--- src/rtl/cfgwin_pkg.sv ---
package cfgwin_pkg;

  typedef enum logic [1:0] {
    SZ_256M = 2'b00,
    SZ_128M = 2'b01,
    SZ_64M  = 2'b10,
    SZ_RSVD = 2'b11
  } win_size_e;

  localparam int unsigned EN_BIT      = 0;
  localparam int unsigned SZ_LSB      = 1;
  localparam int unsigned BASE_LSB    = 26;
  localparam int unsigned COARSE_LSB  = 28;
  localparam int unsigned LEN_W       = 29;

endpackage

--- src/rtl/cfgwin_reg.sv ---
module cfgwin_reg #(
  parameter int unsigned      REG_W   = 64,
  parameter logic [REG_W-1:0] RST_VAL = '0,
  parameter logic [REG_W-1:0] WMASK   = '1
) (
  input  logic                 clk_i,
  input  logic                 rst_ni,
  input  logic                 wr_en_i,
  input  logic [REG_W/8-1:0]   be_i,
  input  logic [REG_W-1:0]     d_i,
  output logic [REG_W-1:0]     q_o
);
  localparam int unsigned NBYTES = REG_W / 8;

  logic [7:0] byte_q [NBYTES];

  for (genvar b = 0; b < NBYTES; b++) begin : g_lane
    localparam logic [7:0] LANE_MASK = WMASK[b*8 +: 8];
    localparam logic [7:0] LANE_RST  = RST_VAL[b*8 +: 8] & LANE_MASK;

    always_ff @(posedge clk_i or negedge rst_ni) begin
      if (!rst_ni) begin
        byte_q[b] <= LANE_RST;
      end else if (wr_en_i && be_i[b]) begin
        byte_q[b] <= d_i[b*8 +: 8] & LANE_MASK;
      end
    end

    assign q_o[b*8 +: 8] = byte_q[b];
  end
endmodule

--- src/rtl/cfgwin_size_dec.sv ---
module cfgwin_size_dec
  import cfgwin_pkg::*;
#(
  parameter int unsigned PA_W = 40
) (
  input  logic [PA_W-1:0]  reg_i,
  output logic             en_o,
  output logic [PA_W-1:0]  base_o,
  output logic [LEN_W-1:0] len_o,
  output logic             err_o
);
  localparam logic [PA_W-1:0] MASK_COARSE = {PA_W{1'b1}} << COARSE_LSB;
  localparam logic [PA_W-1:0] BIT26       = PA_W'(1) << 26;
  localparam logic [PA_W-1:0] BIT27       = PA_W'(1) << 27;

  win_size_e        sz;
  logic [PA_W-1:0]  mask;

  assign sz = win_size_e'(reg_i[SZ_LSB +: 2]);

  always_comb begin
    mask  = MASK_COARSE;
    len_o = '0;
    err_o = 1'b0;
    unique case (sz)
      SZ_256M: len_o = LEN_W'(1) << 28;
      SZ_128M: begin
        len_o = LEN_W'(1) << 27;
        mask  = MASK_COARSE | BIT27 | BIT26;
      end
      SZ_64M: begin
        len_o = LEN_W'(1) << 26;
        mask  = MASK_COARSE | BIT26;
      end
      SZ_RSVD: err_o = 1'b1;
      default: err_o = 1'b1;
    endcase
  end

  assign base_o = reg_i & mask;
  assign en_o   = reg_i[EN_BIT] && !err_o;
endmodule

--- src/rtl/cfgwin_match.sv ---
module cfgwin_match
  import cfgwin_pkg::*;
#(
  parameter int unsigned PA_W      = 40,
  parameter logic [63:0] DEF_BASE  = 64'h4000_0000,
  parameter logic [31:0] APIC_BASE = 32'hFEC0_0000
) (
  input  logic             en_i,
  input  logic [PA_W-1:0]  base_i,
  input  logic [LEN_W-1:0] len_i,
  input  logic [PA_W-1:0]  addr_i,
  output logic             hit_o,
  output logic [31:0]      hole_start_o,
  output logic [31:0]      hole_end_o
);
  // one guard bit so a window at the top of the space does not wrap
  logic [PA_W:0] limit;
  logic          above_lo;
  logic          below_hi;

  assign limit    = {1'b0, base_i} + (PA_W+1)'(len_i);
  assign above_lo = addr_i >= base_i;
  assign below_hi = {1'b0, addr_i} < limit;
  assign hit_o    = en_i && above_lo && below_hi;

  assign hole_start_o = en_i ? limit[31:0] : DEF_BASE[31:0];
  assign hole_end_o   = APIC_BASE - 32'd1;
endmodule

--- src/rtl/cfgwin_decoder.sv ---
module cfgwin_decoder
  import cfgwin_pkg::*;
#(
  parameter int unsigned PA_W      = 40,
  parameter logic [63:0] DEF_BASE  = 64'h4000_0000,
  parameter logic [31:0] APIC_BASE = 32'hFEC0_0000
) (
  input  logic             clk_i,
  input  logic             rst_ni,
  input  logic             wr_en_i,
  input  logic [7:0]       wr_be_i,
  input  logic [63:0]      wr_data_i,
  output logic [63:0]      rd_data_o,
  input  logic [PA_W-1:0]  addr_i,
  output logic             win_en_o,
  output logic [PA_W-1:0]  win_base_o,
  output logic [LEN_W-1:0] win_len_o,
  output logic             hit_o,
  output logic             len_err_o,
  output logic [31:0]      hole_start_o,
  output logic [31:0]      hole_end_o
);
  localparam int unsigned REG_W = 64;
  localparam logic [REG_W-1:0] BASE_BITS =
    ({REG_W{1'b1}} >> (REG_W - PA_W)) & ({REG_W{1'b1}} << BASE_LSB);
  localparam logic [REG_W-1:0] WMASK = BASE_BITS | REG_W'(7);

  logic [REG_W-1:0] reg_q;

  cfgwin_reg #(
    .REG_W   (REG_W),
    .RST_VAL (DEF_BASE),
    .WMASK   (WMASK)
  ) u_reg (
    .clk_i   (clk_i),
    .rst_ni  (rst_ni),
    .wr_en_i (wr_en_i),
    .be_i    (wr_be_i),
    .d_i     (wr_data_i),
    .q_o     (reg_q)
  );

  cfgwin_size_dec #(.PA_W(PA_W)) u_dec (
    .reg_i  (reg_q[PA_W-1:0]),
    .en_o   (win_en_o),
    .base_o (win_base_o),
    .len_o  (win_len_o),
    .err_o  (len_err_o)
  );

  cfgwin_match #(
    .PA_W      (PA_W),
    .DEF_BASE  (DEF_BASE),
    .APIC_BASE (APIC_BASE)
  ) u_match (
    .en_i         (win_en_o),
    .base_i       (win_base_o),
    .len_i        (win_len_o),
    .addr_i       (addr_i),
    .hit_o        (hit_o),
    .hole_start_o (hole_start_o),
    .hole_end_o   (hole_end_o)
  );

  assign rd_data_o = reg_q;
endmodule

--- config.mk ---
export PLATFORM = sky130hd
export DESIGN_NAME = cfgwin_decoder
export DESIGN_NICKNAME = d
export VERILOG_FILES = /design/src/rtl/cfgwin_pkg.sv /design/src/rtl/cfgwin_reg.sv /design/src/rtl/cfgwin_size_dec.sv /design/src/rtl/cfgwin_match.sv /design/src/rtl/cfgwin_decoder.sv
export SDC_FILE = /design/constraint.sdc
export NUM_CORES = 1
export LEC_CHECK = 0
export ABC_AREA = 1
export CORE_AREA = 3 3 121 123
export DETAILED_ROUTE_END_ITERATION = 16
export DIE_AREA = 0 0 124 126
export GPL_TIMING_DRIVEN = 0
export PLACE_DENSITY = 0.66
export REMOVE_ABC_BUFFERS = 1
export SETUP_SLACK_MARGIN = 0.2
export SLEW_MARGIN = 20
export SYNTH_ARGS = -nofsm -noshare
export SYNTH_HDL_FRONTEND = slang
export SYNTH_SLANG_ARGS = --single-unit
export TNS_END_PERCENT = 20
--- constraint.sdc ---
create_clock -name clk_i -period 5.6 [get_ports clk_i]
set_input_delay 1.12 -clock clk_i [delete_from_list [all_inputs] [get_ports clk_i]]
set_output_delay 1.12 -clock clk_i [all_outputs]
set_load 0.1 [all_outputs]
-- After elaboration in Yosys (flattened, before gate mapping)
Index checks and enable logic that the tools add are counted.
- memories: 0
- input port bits: 115
- bits in latches: 0
- ROM bits: 0
- RAM bits: 0
- bits in registers: 17
- word-level logic and storage cells: 22
- output and inout port bits: 200
- $lt $le $gt $ge: 2
- add/sub/neg operators: 1
- equal/unequal tests: 3
- reduce and logical (&&, ||, !) cells: 8
- mux-type cells: 4
- shift operators: 0
- div/mod/pow operators: 0
- multiply operators: 0
- bitwise gates (word level): 1
- operators by type and width (cell ; number):
    one-hot mux 29 bit (3 select lines) ; 1
    one-hot mux 28 bit (2 select lines) ; 1
    adder 40 x 29 -> 41 bit ; 1
    < comparator 40 x 41 -> 1 bit ; 1
    AND 40 bit ; 1
    >= comparator 40 bit ; 1
    two-way mux 32 bit ; 1
    logical AND 1 bit ; 6
    == test 2 bit (second input constant) ; 2
    == test 2 x 1 -> 1 bit (second input constant) ; 1
    logical NOT 2 bit ; 1
    logical NOT 1 bit ; 1
    two-way mux 1 bit ; 1

-- Depth between registers and ports, before layout
- word-level depth: 6
- gate-level depth with buffers: 21
- gate-level depth less buffers: 21

-- By module
From an unflattened synthesis, not the netlist that was laid out.
- cells, all modules: 1031
- area total of the unflattened synthesis: 6443.7 µm²
- by module, submodules not included (module ; instances ; area each (µm²) ; cells each ; sequential area each (µm²)):
    cfgwin_match ; 1 ; 4784.6 ; 831 ; 0.0
    cfgwin_reg ; 1 ; 1079.8 ; 122 ; 426.7
    cfgwin_size_dec ; 1 ; 579.3 ; 78 ; 0.0

-- Worst setup path before layout
OpenSTA, ideal clock, no wires.
- path type: flip-flop to output port
- start: register u_reg.byte_q, in the netlist u_reg.q_o[2]
- end: output hit_o
- stages on the path, launching flop included: 22
- buffers on the path: 0
- arrival: 5.352 ns
- data required time: 4.480 ns
- setup slack: -0.872 ns
- path through: dfrtp_1 -> inv_1 -> ha_1 -> nand2_1 -> inv_1 -> ha_1 -> fa_1 -> nand2_1 -> nand2_1 -> nand3_2 -> inv_2 -> nand2_2 -> nor2_2 -> nand2_1 -> xor2_1 -> ha_1 -> a21o_2 -> nand3_1 -> nand2_1 -> inv_1 -> nand3_1 -> nor2_1
- cells in the longest elaborated chain, start to end: 6
- elaborated cells on any way between the ends: 15
- those cells by class: 1 x add/sub; 2 x order compare; 3 x eq/ne; 3 x mux; 1 x bitwise; 5 x reduce/logical
- ends and longest elaborated chain (element ; line ; text):
    start: declaration ; cfgwin_reg.sv:15 ; logic [7:0] byte_q [NBYTES];
    start signal: indexed assignment ; cfgwin_reg.sv:25 ; byte_q[b] <= d_i[b*8 +: 8] & LANE_MASK;
    == test 2 bit / == test 2 x 1 -> 1 bit (equally long branches) ; cfgwin_size_dec.sv:25 ; unique case (sz)
    one-hot mux 28 bit (2 select lines) * ; cfgwin_size_dec.sv:25 ;
    AND 40 bit * ; cfgwin_size_dec.sv:40 ; assign base_o = reg_i & mask;
    named net win_base_o[26] ; cfgwin_decoder.sv:16 ; output logic [PA_W-1:0] win_base_o,
    adder 40 x 29 -> 41 bit / >= comparator 40 bit (equally long branches) ; cfgwin_match.sv:21, cfgwin_match.sv:22 ;
    < comparator 40 x 41 -> 1 bit / logical AND 1 bit (equally long branches) ; cfgwin_match.sv:23, cfgwin_match.sv:24 ;
    logical AND 1 bit * ; cfgwin_match.sv:24 ; assign hit_o = en_i && above_lo && below_hi;
    end: declaration ; cfgwin_decoder.sv:18 ; output logic hit_o,
Mark *: on every way through the listed nets, which the timed path passes. The rest lies on a longest branch.

-- Worst setup path in the final report
- start: register u_reg.byte_q, in the netlist u_reg.q_o[1]
- end: output hit_o
- cells in the longest elaborated chain, start to end: 6
- elaborated cells on any way between the ends: 15
- those cells by class: 1 x add/sub; 2 x order compare; 3 x eq/ne; 3 x mux; 1 x bitwise; 5 x reduce/logical
- ends and longest elaborated chain (element ; line ; text):
    == test 2 bit / == test 2 x 1 -> 1 bit (equally long branches) ; cfgwin_size_dec.sv:25 ;
    one-hot mux 28 bit (2 select lines) / two-way mux 1 bit (equally long branches) ; cfgwin_size_dec.sv:25 ;
    AND 40 bit / logical NOT 1 bit (equally long branches) ; cfgwin_size_dec.sv:40, cfgwin_size_dec.sv:41 ;
    adder 40 x 29 -> 41 bit, or another cell as far along ; cfgwin_match.sv:21 ; assign limit = {1'b0, base_i} + (PA_W+1)'(len_i);
    < comparator 40 x 41 -> 1 bit / logical AND 1 bit (equally long branches) ; cfgwin_match.sv:23, cfgwin_match.sv:24 ;
    logical AND 1 bit * ; cfgwin_match.sv:24 ;
Every way passes the cells marked *; elsewhere a longest branch is shown, timed or not.

==> metrics.md <==
| Metric | Value |
|---|---|
| Worst EP arrival | around 3.8 ns |
| PD cells | roughly 370 mW/mm² |
| Hpwl dp | roughly 6.8 mm |
| Fin crit period | around 5.0 ns |
| CTS tree | built |
| Crit path max fanout | 5 |
| GP Congestion | about 0.78 |
| Core Region | between 0.01 and 0.015 mm² |
| Setup crit end | hit_o |
| Row cnt | 43 |
| Largest net degree at the start of global routing | 18 |
| P_leak | 0.00204 µW |
| Non-filler cells in the finished layout | around 700 |
| Warnings from Yosys | 0 |
| Post-Syn Instances | between 400 and 500 |
| Asr flop ratio synth | between 90% and 100% |
| Slew headroom | 33.8% |
| Post-Place Cells | around 710 |
| CTS Sinks | 17 |
| Initial DRC Count | 32 |
| Final period util | around nine tenths |
| Final Util | 27.5% |
| Synth Area per Inst | between 7 and 8 µm² |
| Final #Nets | ~700 |
| Max stage delay on crit path | ~0.49 ns |
| CTS buffer count | 3 |
| Die area | roughly 0.016 mm² |
| Worst slew pin tran | slightly below 1 ns |
| Via count | 2448 |
| Master of the slowest instance on the critical path | clkbuf_2 |
| Setup-failing EPs final | 0 |
| Maxcap violations | 0 |
| Setup TNS | 0 ns |
| IO Pins | approximately 320 |
| # fillers | roughly 1500 |
| R2r worst-path depth | 2 |
| Crit path cell chain | inv_1 > ha_1 > nand2_1 > inv_1 > ha_1 > fa_1 > nand2_1 > nand2_1 > nand3_2 > inv_2 > nand2_2 > nor2_2 > nand2_1 > xor2_1 > ha_1 > a21o_2 > nand3_1 > nand2_1 > inv_1 > nand3_1 > nor2_1 > clkbuf_2 |
| First-pass GRT wire length | 10.4 mm |
| Reg-to-reg critical path endpoint | u_reg.q_o[30]$_DFFE_PN1P_ |
| Final hold violation count | 0 |
| Setup crit start kind | flip-flop |
| Clk_skew | 0 ns |
| Drt drc | 0 |
| Height of the die | between 100 and 150 µm |
| Crit. End Element | output port |
| Seq/Total Area, Yosys | 13.6% |
| Min-Delay Startpoint | u_reg.q_o[0]$_DFFE_PN0P_ |
| Critical path's most frequent cell | nand2_1 |
| Yosys reg bits | 17 |
| Commonest non-fill, non-tap cells in the layout | conb_1, clkdlybuf4s50_1, nand2_1 |
| Clock Latency Late Sink | 0.24 ns |
| Initial Util | 22.7% |
| Commonest non-fill, non-tap cell in the layout | conb_1 |
| Root Driver | clkbuf_16 |
| Worst Hold Class | flip-flop to flip-flop |
| R2r setup slk | ~4.7 ns |
| CP Class | flip-flop to output port |
| Clock-pin transition on the worst setup and hold timing paths | around 0.05 ns |
| Maximum VDD drop | 233 µV |
| Status | finished, final reports clean |
| Port bufs | 105 |
| Synth-to-layout area growth | 21.0% |
| CP required | roughly 4.5 ns |
| Grt total ovfl | 0 |
| FMAX | 0.202 GHz |
| Initial antenna violation count | 1 |
| R2r startpoint | u_reg.q_o[30]$_DFFE_PN1P_ |
| RSZ-0062 raised after global routing | no |
| Max FFs per register | 17 |
| Max H-tree Level | 1 |
| Dominant synthesized flop cell | dfrtp_1 |
| Crit path from | u_reg.q_o[1]$_DFFE_PN0P_ |
| GRT Util Overall | 8.41% |
| EDFF count, synth | 0 |
| ANT nets after route | 0 |
| Router iterations before antenna repair | 4 |
| Die W | ~120 µm |
| Final WL | around 7.4 mm |
| Layout cells sized above 1 | 3.38% |
| WL/cell | 10.3 µm |
| Via-per-instance ratio | approximately 3.4 |
| Post-synth cell types | 27 |
| ANT cells | 0 |
| Mapped Area | approximately 0.0031 mm² |
| Slew Limit Fails | 0 |
| Number of global-route vias before repair | around 2100 |
| Clk buf depth | 2 |
[Yosys cell counts, types with 2 or more instances]
| master | number | area (µm²) |
|---|---|---|
| nor2_1 | 51 | 191 |
| nand2_2 | 3 | 18.8 |
| ha_1 | 35 | 438 |
| mux2_2 | 2 | 22.5 |
| inv_1 | 37 | 139 |
| nand4_1 | 4 | 25.0 |
| buf_4 | 169 | 1270 |
| conb_1 | 2 | 7.51 |
| o21ai_0 | 6 | 30.0 |
| inv_2 | 4 | 15.0 |
| xor2_1 | 9 | 78.8 |
| nand3_1 | 11 | 55.1 |
| dfrtp_1 | 16 | 400 |
| nand2_1 | 53 | 199 |
| a21oi_1 | 24 | 120 |
[power by group]
group	switching [µW]	internal (µW)
sequential	22.2	140
clock	43.8	96.5
combinational	912	172
[stage by stage]
stage / worst slack, ns / area (µm²) / hold slack (ns) / power (µW)
6_report: 0.643 / 3790 / 0.559 / 1390
5_1_grt: 0.372 / 3790 / 0.578 / 1450
4_1_cts: 0.221 / 3790 / 0.560 / 1400
3_5_place_dp: 0.179 / 3710 / 0.547 / 1250
3_3_place_gp: 0.266 / 3710 / 0.533 / 1250
2_1_floorplan: -0.940 / 2440 / 0.824 / 1070
[worst max-delay path: cells and delay by family (launching register included)]
kind / cells / cell delay, ns
simple gates: 11 / 0.83
compound gates: 1 / 0.19
fa+ha+maj: 4 / 1.20
flops: 1 / 0.41
buf+inv: 5 / 0.78
xor+xnor: 1 / 0.17
[layout make-up]
class	count	area [µm²]	share of cell area (%)
repair buffers	105	1050	27.6
clock buffers	4	78.8	2.08
flip-flops and latches	17	427	11.3
well taps	180	225	5.95
inverters	41	154	4.06
multi-input cells	365	1860	49.0
[worst min-delay path by stage]
stage	to	cells past startpoint	slack (ns)
2_1_floorplan	u_reg.q_o[0]$_DFFE_PN0P_	0	0.82
6_report	u_reg.q_o[0]$_DFFE_PN0P_	2	0.56
3_3_place_gp	u_reg.q_o[0]$_DFFE_PN0P_	2	0.53
4_1_cts	u_reg.q_o[0]$_DFFE_PN0P_	2	0.56
3_5_place_dp	u_reg.q_o[0]$_DFFE_PN0P_	2	0.55
5_1_grt	u_reg.q_o[0]$_DFFE_PN0P_	2	0.58
[kinds of logic (layout without fill, tap and decap cells)]
| family | after synthesis | after routing | share of synthesized area [%] |
|---|---|---|---|
| simple gates | 127 | 127 | 16.9 |
| mux | 2 | 2 | 0.720 |
| compound gates | 33 | 33 | 5.48 |
| xor+xnor | 10 | 10 | 2.80 |
| buf+inv | 211 | 150 | 45.6 |
| flops | 17 | 17 | 13.6 |
| other cells | 2 | 157 | 0.240 |
| fa+ha+maj | 36 | 36 | 14.6 |
[metal layers]
| layer | vias up | wire (µm) | global-route usage [%] |
|---|---|---|---|
| met1 | 1065 | 2840 | 10.4 |
| met2 | 149 | 3670 | 15.2 |
| met3 | 4 | 801 | 1.44 |
| met4 | 2 | 37 | 1.74 |
| met5 | - | 13 | 0 |
| li1 | 1228 | - | - |
[what timing repair did]
action,CTS,global route
endpoints found under the setup margin,1,1
setup buffers,0,0
pin swaps,0,0
endpoints found under the hold margin,0,0
hold buffers,0,0
resized for setup,2,1
(Power assumes the default switching activity.)
